### config.mk
export PLATFORM = sky130hd
export DESIGN_NAME = dp_issue_throttle
export DESIGN_NICKNAME = d
export VERILOG_FILES = /design/src/rtl/dpt_pkg.sv /design/src/rtl/dpt_lat_pipe.sv /design/src/rtl/dpt_issue_ctl.sv /design/src/rtl/dpt_perf_cnt.sv /design/src/rtl/dp_issue_throttle.sv
export SDC_FILE = /design/constraint.sdc
export NUM_CORES = 1
export LEC_CHECK = 0
export BUFFER_PORTS_ARGS = -buffer_cell sky130_fd_sc_hd__buf_4
export CORE_MARGIN = 3
export CORE_UTILIZATION = 60
export DETAILED_ROUTE_END_ITERATION = 8
export GPL_ROUTABILITY_DRIVEN = 0
export HOLD_SLACK_MARGIN = 0.03
export PLACE_DENSITY = 0.91
export SLEW_MARGIN = 20
export SYNTH_ARGS = -nofsm -noshare
export SYNTH_HDL_FRONTEND = slang
export SYNTH_SLANG_ARGS = --single-unit
### constraint.sdc
create_clock -name clk -period 3.6 [get_ports clk]
set_input_delay 0.36 -clock clk [delete_from_list [all_inputs] [get_ports clk]]
set_output_delay 0.36 -clock clk [all_outputs]
set_load 0.005 [all_outputs]
### src/rtl/dpt_pkg.sv
package dpt_pkg;

    typedef enum logic [1:0] {
        KIND_OTHER = 2'b00,
        KIND_SP    = 2'b01,
        KIND_DP    = 2'b10,
        KIND_RSVD  = 2'b11
    } kind_e;

    localparam logic MODE_BASE = 1'b0;
    localparam logic MODE_ENH  = 1'b1;

endpackage

### src/rtl/dpt_lat_pipe.sv
// Fixed-latency token pipe: a token entering in cycle c leaves in cycle c+LAT.
module dpt_lat_pipe #(
    parameter int LAT = 6,
    parameter int TW  = 8
) (
    input  logic          clk,
    input  logic          rst_n,
    input  logic          in_v,
    input  logic [TW-1:0] in_tag,
    output logic          out_v,
    output logic [TW-1:0] out_tag,
    output logic          busy
);

    typedef struct packed {
        logic [LAT-1:0]         vld;
        logic [LAT-1:0][TW-1:0] tag;
    } pipe_t;

    pipe_t st_d, st_q;

    always_comb begin
        st_d     = st_q;
        st_d.vld = {st_q.vld[LAT-2:0], in_v};
        st_d.tag = {st_q.tag[LAT-2:0], in_tag};
    end

    always_ff @(posedge clk) begin
        if (!rst_n) begin
            st_q <= '0;
        end else begin
            st_q <= st_d;
        end
    end

    assign out_v   = st_q.vld[LAT-1];
    assign out_tag = st_q.tag[LAT-1];
    assign busy    = |st_q.vld;

endmodule

### src/rtl/dpt_issue_ctl.sv
// Issue decision, stall and spacing counters, and policy latch.
module dpt_issue_ctl
    import dpt_pkg::*;
#(
    parameter int DP_STALL = 6,
    parameter int DP_GAP   = 2
) (
    input  logic       clk,
    input  logic       rst_n,
    input  logic       mode_req,
    input  logic       dp_busy,
    input  logic       in_valid,
    input  logic [1:0] in_kind,
    output logic       in_ready,
    output logic       sp_fire,
    output logic       dp_fire,
    output logic       held,
    output logic       mode_now
);

    localparam int SW = $clog2(DP_STALL + 1);
    localparam int GW = (DP_GAP > 1) ? $clog2(DP_GAP) : 1;
    localparam logic [SW-1:0] STALL_LOAD = SW'(DP_STALL);
    localparam logic [GW-1:0] GAP_LOAD   = GW'(DP_GAP - 1);

    typedef struct packed {
        logic [SW-1:0] stall;
        logic [GW-1:0] gap;
        logic          mode;
    } ctl_t;

    ctl_t st_d, st_q;

    logic is_dp, is_sp, blocked, fire;

    always_comb begin
        is_dp   = (in_kind == KIND_DP);
        is_sp   = (in_kind == KIND_SP);
        blocked = (st_q.stall != '0) ||
                  ((st_q.mode == MODE_ENH) && is_dp && (st_q.gap != '0));
        fire    = in_valid && !blocked;

        st_d = st_q;

        if (fire && is_dp && (st_q.mode == MODE_BASE)) begin
            st_d.stall = STALL_LOAD;
        end else if (st_q.stall != '0) begin
            st_d.stall = st_q.stall - 1'b1;
        end

        if (fire && is_dp && (st_q.mode == MODE_ENH)) begin
            st_d.gap = GAP_LOAD;
        end else if (st_q.gap != '0) begin
            st_d.gap = st_q.gap - 1'b1;
        end

        if (!dp_busy && !(fire && is_dp)) begin
            st_d.mode = mode_req;
        end
    end

    always_ff @(posedge clk) begin
        if (!rst_n) begin
            st_q <= '0;
        end else begin
            st_q <= st_d;
        end
    end

    assign in_ready = !blocked;
    assign sp_fire  = fire && is_sp;
    assign dp_fire  = fire && is_dp;
    assign held     = in_valid && blocked;
    assign mode_now = st_q.mode;

endmodule

### src/rtl/dpt_perf_cnt.sv
// Issue and hold counters.
module dpt_perf_cnt #(
    parameter int CW = 16
) (
    input  logic          clk,
    input  logic          rst_n,
    input  logic          inc_sp,
    input  logic          inc_dp,
    input  logic          inc_hold,
    output logic [CW-1:0] cnt_sp,
    output logic [CW-1:0] cnt_dp,
    output logic [CW-1:0] cnt_hold
);

    typedef struct packed {
        logic [CW-1:0] sp;
        logic [CW-1:0] dp;
        logic [CW-1:0] hold;
    } cnt_t;

    cnt_t st_d, st_q;

    always_comb begin
        st_d = st_q;
        if (inc_sp)   st_d.sp   = st_q.sp + 1'b1;
        if (inc_dp)   st_d.dp   = st_q.dp + 1'b1;
        if (inc_hold) st_d.hold = st_q.hold + 1'b1;
    end

    always_ff @(posedge clk) begin
        if (!rst_n) begin
            st_q <= '0;
        end else begin
            st_q <= st_d;
        end
    end

    assign cnt_sp   = st_q.sp;
    assign cnt_dp   = st_q.dp;
    assign cnt_hold = st_q.hold;

endmodule

### src/rtl/dp_issue_throttle.sv
module dp_issue_throttle #(
    parameter int TAG_W    = 8,
    parameter int CNT_W    = 16,
    parameter int SP_LAT   = 6,
    parameter int DP_PIPE  = 9,
    parameter int DP_OVH   = 4,
    parameter int DP_STALL = 6,
    parameter int DP_GAP   = 2
) (
    input  logic             clk,
    input  logic             rst_n,
    input  logic             mode_req,
    input  logic             in_valid,
    input  logic [1:0]       in_kind,
    input  logic [TAG_W-1:0] in_tag,
    output logic             in_ready,
    output logic             mode_now,
    output logic             sp_res_valid,
    output logic [TAG_W-1:0] sp_res_tag,
    output logic             dp_res_valid,
    output logic [TAG_W-1:0] dp_res_tag,
    output logic [CNT_W-1:0] cnt_sp,
    output logic [CNT_W-1:0] cnt_dp,
    output logic [CNT_W-1:0] cnt_stall
);

    localparam int DP_LAT = DP_PIPE + DP_OVH;

    logic sp_fire, dp_fire, held, dp_busy, sp_busy;

    dpt_issue_ctl #(
        .DP_STALL (DP_STALL),
        .DP_GAP   (DP_GAP)
    ) u_ctl (
        .clk      (clk),
        .rst_n    (rst_n),
        .mode_req (mode_req),
        .dp_busy  (dp_busy),
        .in_valid (in_valid),
        .in_kind  (in_kind),
        .in_ready (in_ready),
        .sp_fire  (sp_fire),
        .dp_fire  (dp_fire),
        .held     (held),
        .mode_now (mode_now)
    );

    dpt_lat_pipe #(
        .LAT (SP_LAT),
        .TW  (TAG_W)
    ) u_sp_pipe (
        .clk     (clk),
        .rst_n   (rst_n),
        .in_v    (sp_fire),
        .in_tag  (in_tag),
        .out_v   (sp_res_valid),
        .out_tag (sp_res_tag),
        .busy    (sp_busy)
    );

    dpt_lat_pipe #(
        .LAT (DP_LAT),
        .TW  (TAG_W)
    ) u_dp_pipe (
        .clk     (clk),
        .rst_n   (rst_n),
        .in_v    (dp_fire),
        .in_tag  (in_tag),
        .out_v   (dp_res_valid),
        .out_tag (dp_res_tag),
        .busy    (dp_busy)
    );

    dpt_perf_cnt #(
        .CW (CNT_W)
    ) u_cnt (
        .clk      (clk),
        .rst_n    (rst_n),
        .inc_sp   (sp_fire),
        .inc_dp   (dp_fire),
        .inc_hold (held),
        .cnt_sp   (cnt_sp),
        .cnt_dp   (cnt_dp),
        .cnt_hold (cnt_stall)
    );

endmodule

Word level (Yosys, flattened, before mapping)
Index checks and enable logic that the tools add are counted.
{ "classes": {"addsub": 5, "n_bitwise": 2, "n_mux": 4, "n_reduce_logical": 17, "n_eq_ne": 2} }
{ "ops": {"columns": ["op", "count"], "rows": [
  ["adder 16 x 1 -> 16 bit, second input constant", 3],
  ["OR reduction 13 bit", 1],
  ["logical AND 1 bit", 9],
  ["2-to-1 mux 3 bit", 2],
  ["logical NOT 1 bit", 3],
  ["nonzero test 3 bit", 1],
  ["subtractor 3 x 1 -> 3 bit, second input constant", 1],
  ["== test 2 x 1 -> 1 bit, second input constant", 1],
  ["== test 2 bit, second input constant", 1],
  ["2-to-1 mux 1 bit", 2],
  ["NOT 1 bit", 2],
  ["nonzero test 2 bit", 1],
  ["OR reduction 2 bit", 1],
  ["logical OR 1 bit", 1],
  ["subtractor 1 bit, second input constant", 1]
]} }
{ "totals": {"output_inout_bits": 68, "elab_cells": 52, "inputBits": 14, "reg_bits": 176} }

Depth between registers and ports, before layout
Gate-level depths: netlist of the first run.
{ "logic_depth": {"depth_word": 9, "ltp_mapped": 9} }

Modules after synthesis
A second synthesis of the first run with hierarchy kept.
{ "unflattened": {"cells_unflattened": 640, "area_unflattened_um2": 7138.1} }
{ "modules_own_cells": {"columns": ["module", "area_each_um2", "instances", "seq_area_each_um2", "cells_each"], "rows": [
  ["dpt_lat_pipe at u_dp_pipe", 3186.8, 1, 2342.2, 251],
  ["dpt_perf_cnt", 2119.5, 1, 960.9, 241],
  ["dpt_lat_pipe at u_sp_pipe", 1525.2, 1, 1081.0, 116],
  ["dpt_issue_ctl", 306.5, 1, 100.1, 32]
]} }

Worst setup path before layout of the first run
OpenSTA, ideal clock, no wires.
{ "synth_timing": {"kind": "register to register", "from": "register u_ctl.st_q[2] (netlist name)", "to": "register u_cnt.st_q (netlist bit u_cnt.cnt_dp[12])", "n_path_buf": 2, "path_stages_with_launch": 9, "t_arrival_ns": 1.758, "slack_ns": 1.772, "required_time_ns": 3.529, "path_cell_list": "dfxtp_1 > nor2_1 > ha_1 > buf_4 > and4b_1 > buf_6 > nand3_4 > or4_1 > a21oi_1"} }
{ "synth_between": {"elab_chain_cells": 5} }
{ "synth_lines": {"columns": ["element", "line_no", "text"], "rows": [
  ["from (decl)", "dpt_issue_ctl.sv:32", "ctl_t st_d, st_q;"],
  ["from (signal assigned)", "dpt_issue_ctl.sv:66", "st_q <= st_d;"],
  ["nonzero test 3 bit", "dpt_issue_ctl.sv:39", "blocked = (st_q.stall != '0) ||"],
  ["logical OR 1 bit", "dpt_issue_ctl.sv:39", null],
  ["logical NOT 1 bit", "dpt_issue_ctl.sv:41", "fire = in_valid && !blocked;"],
  ["logical AND 1 bit", "dpt_issue_ctl.sv:41", null],
  ["logical AND 1 bit", "dpt_issue_ctl.sv:72", "assign dp_fire = fire && is_dp;"],
  ["to (signal assigned)", "dpt_perf_cnt.sv:34", "st_q <= st_d;"],
  ["to (decl)", "dpt_perf_cnt.sv:21", "cnt_t st_d, st_q;"]
]} }
Every way passes these cells.
A chain may end at the register's enable or synchronous reset.

Worst setup path after layout of the first run
{ "layout_timing": {"from": "register u_ctl.st_q[2] (netlist name)", "to": "register u_cnt.st_q (netlist bit u_cnt.cnt_dp[15])"} }
The elaborated chain is that of the path after synthesis.

==> impl_results.md, run 1 <==
* Clock transition at path regs at 0.07 ns
* WL per Instance at 13.7 um
* GR Overflow Total at 0
* Most frequent cells in the layout: 176 x dfxtp_1, 125 x and2_1, 82 x buf_4
* Max stage delay cell, worst path: or4_1
* DR iter-0 viols at 204
* Post-Synthesis Cells at 558
* Clk buf depth at 2
* Seq/Total Area, Yosys at 0.597
* # DRC at 0
* Critical path class: flip-flop to flip-flop
* RSZ-0062 raised after global routing: false
* Die area at 11100 um2
* Share of post-route cells with drive strength above 1 at 0.191
* CTS buffer count at 17
* WP buf/inv at 0
* Syn nets at 577
* Htree depth at 4
* Die width at 105 um
* Cell family with most CP delay: simple AND/OR/NAND/NOR gates
* Post-synth top flop: dfxtp_1
* Largest family of logic cells by synthesized area: simple AND/OR/NAND/NOR gates
* FF+latch area at 3520 um2
* End of the worst register-to-register path: u_cnt.cnt_dp[15]$_SDFFE_PN0N_
* R2R Setup Slk at 0.92 ns
* Total power at 3.98 mW
* Relative slew slack at 0.360
* Cell area after synthesis at 5900 um2
* Fillers at 615
* Setup tns final at 0 ns
* Slew Limit Fails at 0
* Largest net degree at the start of global routing at 142
* Vias at 3972
* Layout area overhead at 20.8%
* Fmax at 373 MHz
* Hold crit path type: input pin to flip-flop
* DRT Wirelength at 10500 um
* Max Clock Skew at 0.00845 ns
* CP max FO at 16
* Total GRT Usage at 0.199
* Nets@finish at 649
* Drt pass-1 iters at 4
* Max_cap viols at 0
* Vias per std cell at 5.15
* Final Critical Period at 2.68 ns
* Critical path depth at 6
* Post-synthesis mux area share at 0.0170
* Clock Root Buffer: clkbuf_8
* Worst Tran Pin Value at 0.959 ns
* Synth cell types at 44
* Vias in the first global route at 3866
* Critical Path End: u_cnt.cnt_dp[15]$_SDFFE_PN0N_
* WHS at 0.0494 ns
* Pre-CTS setup slack at 0.925 ns
* EDFF count, synth at 0
* Post-synthesis simple-gate area fraction at 0.259
* Synth Area in Compound Gates at 0.0505
* Input/output buffers at 81
* Clock latency on the worst-skew pair at 0.52 ns
* R2R depth at 6
* Startpoint types: flip-flop
* Critical path origin: u_ctl.st_q[2]$_SDFFE_PP0P_
* Final core utilization at 0.757
* Final Setup Violations at 0
* Initial core utilization at 0.627
* DP HPWL at 6780 um
* First-pass GRT wire length at 17700 um
* Core Area at 9420 um2
* DRT antenna net count at 0
* Most common cell after layout, fill and taps aside: dfxtp_1
* CP Data Required Time at 4.04 ns
* Worst Setup End Kind: flip-flop
* # diodes at 0
* Yosys Warn Count at 0
* Syn Area/Cell at 10.6 um2
* Num ports at 82
* Lkg Pwr at 2.99 nW
* Initial antenna violation count at 0
* Adder-cell share of the synthesized area at 0.0106
* Seq cells post-synth at 176
* Multi-input logic area at 2170 um2
* XOR/XNOR share of the synthesized area at 0.0312
* Row cnt at 35
* Worst setup margin at 0.919 ns
* Worst r2r src: u_ctl.st_q[2]$_SDFFE_PP0P_
* Die Ht at 105 um
* VDD IR max at 375 uV
* Status: completed
* Worst Path Arrival at 3.12 ns
* Final Cycle Share at 0.745
* CTS tree: done
* Clock tree sinks at 176
* Ys async rst share at 0
* CP peak stage delay at 0.56 ns
* Power Dens Cells at 559 nW/um2
* Cells along the critical path: nor2_1 > ha_1 > and4b_1 > nand4_2 > or4_1 > a21oi_1
* Final Hold Fails at 0
-- where the power goes --
part           switching (mW)  internal [mW]  total (mW)
clock network           0.798          0.905        1.70
logic                   0.151          0.112       0.263
registers              0.0286           1.99        2.02
total                   0.978           3.01        3.98
-- cells by family after synthesis --
logic type	Yosys count
AND/OR/NAND/NOR	257
adder cells (fa/ha/maj)	5
buffers and inverters	42
AO/OA/AOI/OAI	47
multiplexers	10
XOR/XNOR	21
flip-flops	176
-- synth_stat cells, types with 2 or more instances --
library cell,instances,area (um2)
nand3_1,15,75.1
buf_2,3,15.0
nand4_1,9,56.3
xor2_1,8,70.1
mux2i_1,10,100
buf_4,9,67.6
o21ai_0,7,35.0
nor2_1,28,105
a21oi_1,19,95.1
a211oi_1,4,30.0
and2_1,125,782
dfxtp_1,176,3520
o21a_1,3,22.5
clkbuf_1,21,78.8
and3_1,4,25.0
inv_1,7,26.3
o31ai_1,9,67.6
ha_1,5,62.6
nand2_1,25,93.8
or4_1,9,67.6
nand2b_1,8,50.1
or3_1,7,43.8
nor3_1,7,35.0
xnor2_1,13,114
nor4_1,5,31.3
and4_1,3,26.3
and4b_1,2,20.0
-- routing by layer --
| metal | global-route usage | share of wire | vias to the layer above |
|---|---|---|---|
| met5 | 0 | 0 | - |
| met4 | 0.0900 | 0.027 | 0 |
| met3 | 0.0655 | 0.057 | 21 |
| met2 | 0.342 | 0.52 | 114 |
| met1 | 0.223 | 0.40 | 1849 |
| li1 | - | - | 1988 |
-- metrics by stage --
stage	std cells	cell area, um2
after global routing	772	7130
after floorplan	558	5900
after detailed placement	735	6500
after global placement	735	6500
after CTS	771	7120
final	772	7130
-- area by class of cell --
| type | instances | area share |
|---|---|---|
| Clock buffer | 18 | 0.0600 |
| Tap cell | 129 | 0.0226 |
| Timing Repair Buffer | 87 | 0.0934 |
| Clock inverter | 14 | 0.0204 |
| Inverter | 8 | 0.00421 |
| Sequential cell | 176 | 0.494 |
| Multi-Input combinational cell | 340 | 0.305 |
-- state kept, by name, summed over array words and instances (netlist names) --
signal,count
u_cnt.cnt_dp,16
u_cnt.cnt_hold,16
u_cnt.cnt_sp,16
u_ctl.mode_now,1
u_ctl.st_q,4
u_dp_pipe.out_tag,8
u_dp_pipe.out_v,1
u_dp_pipe.st_d,108
u_sp_pipe.out_v,1
u_sp_pipe.st_d,5
-- worst min path at each step --
stage / slack [ns] / endpoint / start / depth (start not counted)
floorplan: 0.41 / u_dp_pipe.out_tag[0]$_SDFF_PN0_ / u_dp_pipe.st_d[96]$_SDFF_PN0_ / 1
global placement: 0.41 / u_dp_pipe.st_d[68]$_SDFF_PN0_ / u_dp_pipe.st_d[60]$_SDFF_PN0_ / 1
detailed placement: 0.42 / u_dp_pipe.st_d[43]$_SDFF_PN0_ / u_dp_pipe.st_d[35]$_SDFF_PN0_ / 1
CTS: 0.03 / u_dp_pipe.st_d[13]$_SDFF_PN0_ / in_tag[5] / 2
global route: 0.03 / u_dp_pipe.st_d[13]$_SDFF_PN0_ / in_tag[5] / 2
finish: 0.05 / u_dp_pipe.st_d[13]$_SDFF_PN0_ / in_tag[5] / 2
-- timing repair --
| action | CTS | global route |
|---|---|---|
| gates resized for setup | 0 | 0 |
| hold buffers | 4 | 1 |
| hold endpoints to repair | 4 | 1 |
| setup buffers | 0 | 0 |
| setup endpoints to repair | 0 | 0 |
Note: power is estimated with default switching activity, not from simulation.
==> inputs of run 2 (changes only) <==
- ABC_AREA: default -> 1
- CORE_UTILIZATION: 60 -> 57
- PLACE_DENSITY: 0.91 -> 0.87
- clock period: 3.6 -> 2.6 ns (I/O delays scaled with it)
==> run 2 against run 1 <==
Worst hold slack improved by 0.12 ns. Final area is 6.1% higher. Core utilization decreased by 3.7 points. Clock skew up 0.0022 ns. Routed wire length up 3.4%. Clock power rose by 45%. Die area is 11% higher. Global-route usage fell by 1.7 points. First-iteration DRC count increased by 72%. Sequential cell count is the same. Register-to-register slack got worse by 0.25 ns. Largest power group unchanged. Highest routed layer unchanged.
==> impl_results.md, run 2 <==
* Fillers at 796
* Die Ht at 111 um
* Count leader, synth: nand2_1
* Max_cap viols at 0
* Vias in the first global route at 4420
* Worst Setup End Kind: output port
* GR Overflow Total at 0
* Clock transition at path regs at 0.07 ns
* Layout area overhead at 20.9%
* Worst Tran Pin Value at 0.930 ns
* Clock network fraction of design power at 0.448
* Hold path cells at 4
* Post-synth top flop: dfxtp_1
* Seq cells post-synth at 176
* R2R depth at 7
* Cell area after synthesis at 6250 um2
* Core Area at 10500 um2
* # diodes at 0
* CP max FO at 7
* Lkg Pwr at 4.03 nW
* Nets@finish at 903
* CTS buffer count at 17
* DP HPWL at 6770 um
* Reg power frac at 0.502
* Multi-input logic area at 1960 um2
* Fmax at 508 MHz
* Clock Root Buffer: clkbuf_8
* Ys async rst share at 0
* Share of the synthesized area in the top cell type at 0.563
* Vias per std cell at 4.62
* WP buf/inv at 2
* CTS tree: done
* Slew Limit Fails at 0
* Drt pass-1 iters at 4
* Most common cell after layout, fill and taps aside: nand2_1
* Cell-internal power at 4.25 mW
* Clock tree sinks at 176
* Critical path depth at 5
* Setup tns final at 0 ns
* Synth top cells by count: 233 x nand2_1, 176 x dfxtp_1, 163 x inv_1
* Final Cycle Share at 0.757
* Logic pwr share at 0.050
* Critical path class: flip-flop to output port
* Total GRT Usage at 0.182
* VDD IR max at 557 uV
* Max Clock Skew at 0.0106 ns
* Status: completed
* Max stage delay cell, worst path: ha_1
* Switching share of total power at 0.228
* Hold Buf Count CTS at 9
* DRT antenna net count at 0
* Hold crit path type: input pin to flip-flop
* Post-CTS sizing at 0
* Post-Synthesis Cells at 805
* Power Dens Cells at 729 nW/um2
* Num ports at 82
* Die area at 12300 um2
* Final Setup Violations at 0
* Initial antenna violation count at 0
* Startpoint types: flip-flop
* Synth cell types at 31
* Syn Area/Cell at 7.77 um2
* Yosys Warn Count at 0
* Most frequent cells in the layout: 233 x nand2_1, 176 x dfxtp_1, 163 x inv_1
* Final Hold Fails at 0
* Non-Filler Instances at 1032
* Largest net degree at the start of global routing at 148
* Clk buf depth at 2
* # Post-CTS Setup Buffers at 0
* Synth area leaders: dfxtp_1 56%, nand2_1 14%, inv_1 9.8%
* Cell family with most CP delay: adder cells
* Die width at 111 um
* Row cnt at 37
* Max reg flops at 108
* FF+latch area at 3520 um2
* CP Data Required Time at 2.34 ns
* DRT Wirelength at 10900 um
* Initial core utilization at 0.595
* Largest area contributor in the netlist: dfxtp_1
* DR iter-0 viols at 351
* First-pass GRT wire length at 19000 um
* Seq/Total Area, Yosys at 0.563
* RSZ-0062 raised after global routing: false
* Clock latency on the worst-skew pair at 0.52 ns
* WL per Instance at 10.6 um
* Htree depth at 4
* Share of post-route cells with drive strength above 1 at 0.143
* Relative slew slack at 0.379
* Cells after DPL at 992
* Cells along the critical path: nor2_1 > ha_1 > nand2_1 > inv_1 > buf_4
* Sw Pwr at 1.26 mW
* EDFF count, synth at 0
* # DRC at 0
* Syn nets at 824
* Input/output buffers at 81
* Vias at 4771
* Worst Path Arrival at 1.71 ns
* Final Critical Period at 1.97 ns
* CP peak stage delay at 0.37 ns
## run 2: worst register-to-register path, cell delays in order, from the launching register on
cell and delay (ns):
dfxtp_1 0.35, nor2_1 0.16, ha_1 0.37, nand2_1 0.13, nand2_2 0.33, inv_1 0.25, nand2_1 0.12, a21oi_1 0.06
## run 2: path summary, 6_finish.rpt
path                                 startpoint                              end  slack [ns]
setup / recovery     u_ctl.st_q[2]$_SDFFE_PP0P_                         in_ready        0.63
hold / removal                       in_kind[1]    u_sp_pipe.st_d[49]$_SDFF_PN0_        0.17
setup reg to reg     u_ctl.st_q[2]$_SDFFE_PP0P_  u_cnt.cnt_hold[14]$_SDFFE_PN0P_        0.67
hold reg to reg   u_dp_pipe.st_d[77]$_SDFF_PN0_    u_dp_pipe.st_d[85]$_SDFF_PN0_        0.41
## run 2: kinds of logic after synthesis
group,Yosys count,synth area share
AOI/OAI and AO/OA,56,0.0476
buffers and inverters,195,0.124
and+or+nand+nor,369,0.249
DFF,176,0.563
xor gates and xnor gates,4,0.00560
adders and majority gates,5,0.0100
## run 2: routing by layer
layer	global-route usage	vias up	part of all wire
li1	-	2534	-
met1	0.218	2138	0.45
met2	0.318	90	0.50
met3	0.0420	9	0.039
met4	0.0657	0	0.0087
met5	0	-	0
## run 2: power by group through the flow
stage | Clock (mW) | Sequential, mW | Combinational [mW]
floorplan | 0 | 2.82 | 0.191
global placement | 0 | 2.83 | 0.255
detailed placement | 0 | 2.83 | 0.262
CTS | 2.53 | 2.77 | 0.274
global route | 2.64 | 2.77 | 0.309
finish | 2.47 | 2.77 | 0.273
## run 2: area by class of cell
cell class                 count  share of cell area
clock buffer                  19              0.0571
clock inverter                12              0.0195
inverter                     164              0.0814
multi-input combinational    434               0.259
sequential                   176               0.466
tap                          136              0.0225
timing repair buffer          91              0.0950
## run 2: through the flow
step                      hold slack (ns)  setup slack (ns)  area, um2   util  total power, mW
after floorplan                     0.358              1.07       6250      -             3.02
after CTS                           0.153             0.608       7560  0.720             5.57
after global placement              0.392             0.779       6890  0.656             3.08
after global routing                0.181             0.485       7560  0.720             5.72
final                               0.167             0.631       7560  0.720             5.51
after detailed placement            0.396             0.695       6890  0.656             3.09
==> inputs of run 3 (changes only) <==
- ABC_AREA: 1 -> 0
- CORE_UTILIZATION: 57 -> 56
- PLACE_DENSITY: 0.87 -> 0.86
- clock period: 2.6 -> 2.06 ns (I/O delays scaled with it)
==> run 3 against run 2 <==
Via count down 16%. Clock power up 17%. First-iteration DRC count down 18%. Largest power group unchanged. Critical path type is now flip-flop to flip-flop. Total power up 26%.
==> impl_results.md, run 3 (synthesis results as in run 1) <==
* Status: completed
* Slew Limit Fails at 0
* DP HPWL at 6730 um
* Clock transition at path regs at 0.07 ns
* Startpoint types: flip-flop
* Max reg flops at 108
* Power Dens Cells at 959 nW/um2
* Worst r2r src: u_ctl.st_q[2]$_SDFFE_PP0P_
* DRT antenna net count at 0
* Vias per std cell at 5.10
* Total GRT Usage at 0.184
* Max_cap viols at 0
* Non-Filler Instances at 785
* Final Cycle Share at 0.952
* Final Critical Period at 1.96 ns
* Lkg Pwr at 3.00 nW
* Most frequent cells in the layout: 176 x dfxtp_1, 126 x and2_1, 87 x buf_4
* Initial antenna violation count at 0
* Clock network fraction of design power at 0.417
* WL per Instance at 13.0 um
* DRT Wirelength at 10200 um
* Sw Pwr at 1.69 mW
* Worst Tran Pin Value at 0.555 ns
* Nets@finish at 658
* # Post-CTS Setup Buffers at 0
* Worst Setup End Kind: flip-flop
* GR Overflow Total at 0
* Layout area overhead at 22.5%
* Vias at 4000
* Reg power frac at 0.510
* CTS buffer count at 17
* Most common cell after layout, fill and taps aside: dfxtp_1
* Clock latency on the worst-skew pair at 0.50 ns
* Largest net degree at the start of global routing at 142
* Vias in the first global route at 3876
* VDD IR max at 692 uV
* Setup tns final at 0 ns
* Final Hold Fails at 0
* Die Ht at 109 um
* First-pass GRT wire length at 17300 um
* # DRC at 0
* Drt pass-1 iters at 4
* Htree depth at 4
* Share of post-route cells with drive strength above 1 at 0.202
* Max Clock Skew at 0.00672 ns
* Initial core utilization at 0.590
* R2R Setup Slk at 0.1 ns
* DR iter-0 viols at 287
* Clock Root Buffer: clkbuf_8
* Row cnt at 36
* Final core utilization at 0.723
* CP Data Required Time at 2.50 ns
* Cells after DPL at 745
* # diodes at 0
* CP max FO at 8
* Critical path class: flip-flop to flip-flop
* Logic pwr share at 0.073
* Core Area at 10000 um2
* Critical path origin: u_ctl.st_q[2]$_SDFFE_PP0P_
* Critical Path End: u_cnt.cnt_dp[12]$_SDFFE_PN0N_
* Hold crit path type: input pin to flip-flop
* End of the worst register-to-register path: u_cnt.cnt_dp[12]$_SDFFE_PN0N_
* Switching share of total power at 0.244
* Relative slew slack at 0.628
* Die width at 109 um
* Die area at 11800 um2
* CTS tree: done
* R2R depth at 6
* Num ports at 82
* Worst Path Arrival at 2.40 ns
* Clock tree sinks at 176
* Cell-internal power at 5.24 mW
* Input/output buffers at 81
* Clk buf depth at 2
* Final Setup Violations at 0
* Fmax at 510 MHz
[run 3: changes by cell type in the layout (fill, tap and decap cells not counted), moves of 10 or more]
cell and change:
nor2_1 -45, mux2i_1 +10, and2_1 +126, a21oi_1 -14, inv_1 -156, nand2_1 -208, xnor2_1 +11
[run 3: routing by layer]
layer	vias up	wire [um]	global-route usage
met1	1893	4360	0.216
li1	2002	-	-
met2	91	5240	0.314
met4	0	135	0.0694
met5	-	0	0
met3	14	496	0.0574
[run 3: power groups by stage]
stage	combinational, mW	sequential, mW	clock, mW
6_report	0.504	3.53	2.89
5_1_grt	0.558	3.54	3.11
4_1_cts	0.498	3.53	2.95
3_5_place_dp	0.469	3.61	0
3_3_place_gp	0.446	3.60	0
2_1_floorplan	0.329	3.59	0
[run 3: worst min path at each step]
| stage | cells after the start | to | start |
|---|---|---|---|
| 2_1_floorplan | 1 | u_dp_pipe.st_d[10]$_SDFF_PN0_ | in_tag[2] |
| 4_1_cts | 3 | u_ctl.mode_now$_SDFFE_PN0P_ | mode_req |
| 3_3_place_gp | 2 | u_dp_pipe.st_d[8]$_SDFF_PN0_ | in_tag[0] |
| 5_1_grt | 3 | u_ctl.mode_now$_SDFFE_PN0P_ | mode_req |
| 6_report | 3 | u_ctl.mode_now$_SDFFE_PN0P_ | mode_req |
| 3_5_place_dp | 2 | u_dp_pipe.st_d[8]$_SDFF_PN0_ | in_tag[0] |
[run 3: repair_timing]
action | in CTS | in global routing
endpoints found under the hold margin | 8 | 0
gates resized for setup | 1 | 7
hold buffers | 8 | 0
endpoints found under the setup margin | 3 | 15
pin swaps | 0 | 2
[run 3: final cells by class]
cell class	count	area, um2
Clock inverter	13	128
Inverter	8	30.0
Sequential cell	176	3520
Clock buffer	19	422
Fill cell	743	2770
Multi-Input combinational cell	340	2200
Timing Repair Buffer	96	753
Tap cell	133	166
[run 3: worst max-delay path, stage by stage (launching register included)]
cell,delay [ns]
dfxtp_1,0.34
nor2_2,0.17
ha_2,0.24
and4b_2,0.33
nand3_4,0.14
or4_4,0.54
a21oi_2,0.14
[run 3: stage by stage]
stage / hold slack, ns / worst slack, ns / total power, mW / instance area [um2]
final: 0.0881 / 0.0992 / 6.93 / 7230
after global routing: 0.0635 / -0.0145 / 7.20 / 7230
after CTS: 0.0718 / 0.0212 / 6.98 / 7200
after detailed placement: 0.417 / -0.0130 / 4.08 / 6570
after global placement: 0.413 / 0.104 / 4.05 / 6570
after floorplan: 0.333 / 0.232 / 3.92 / 5900
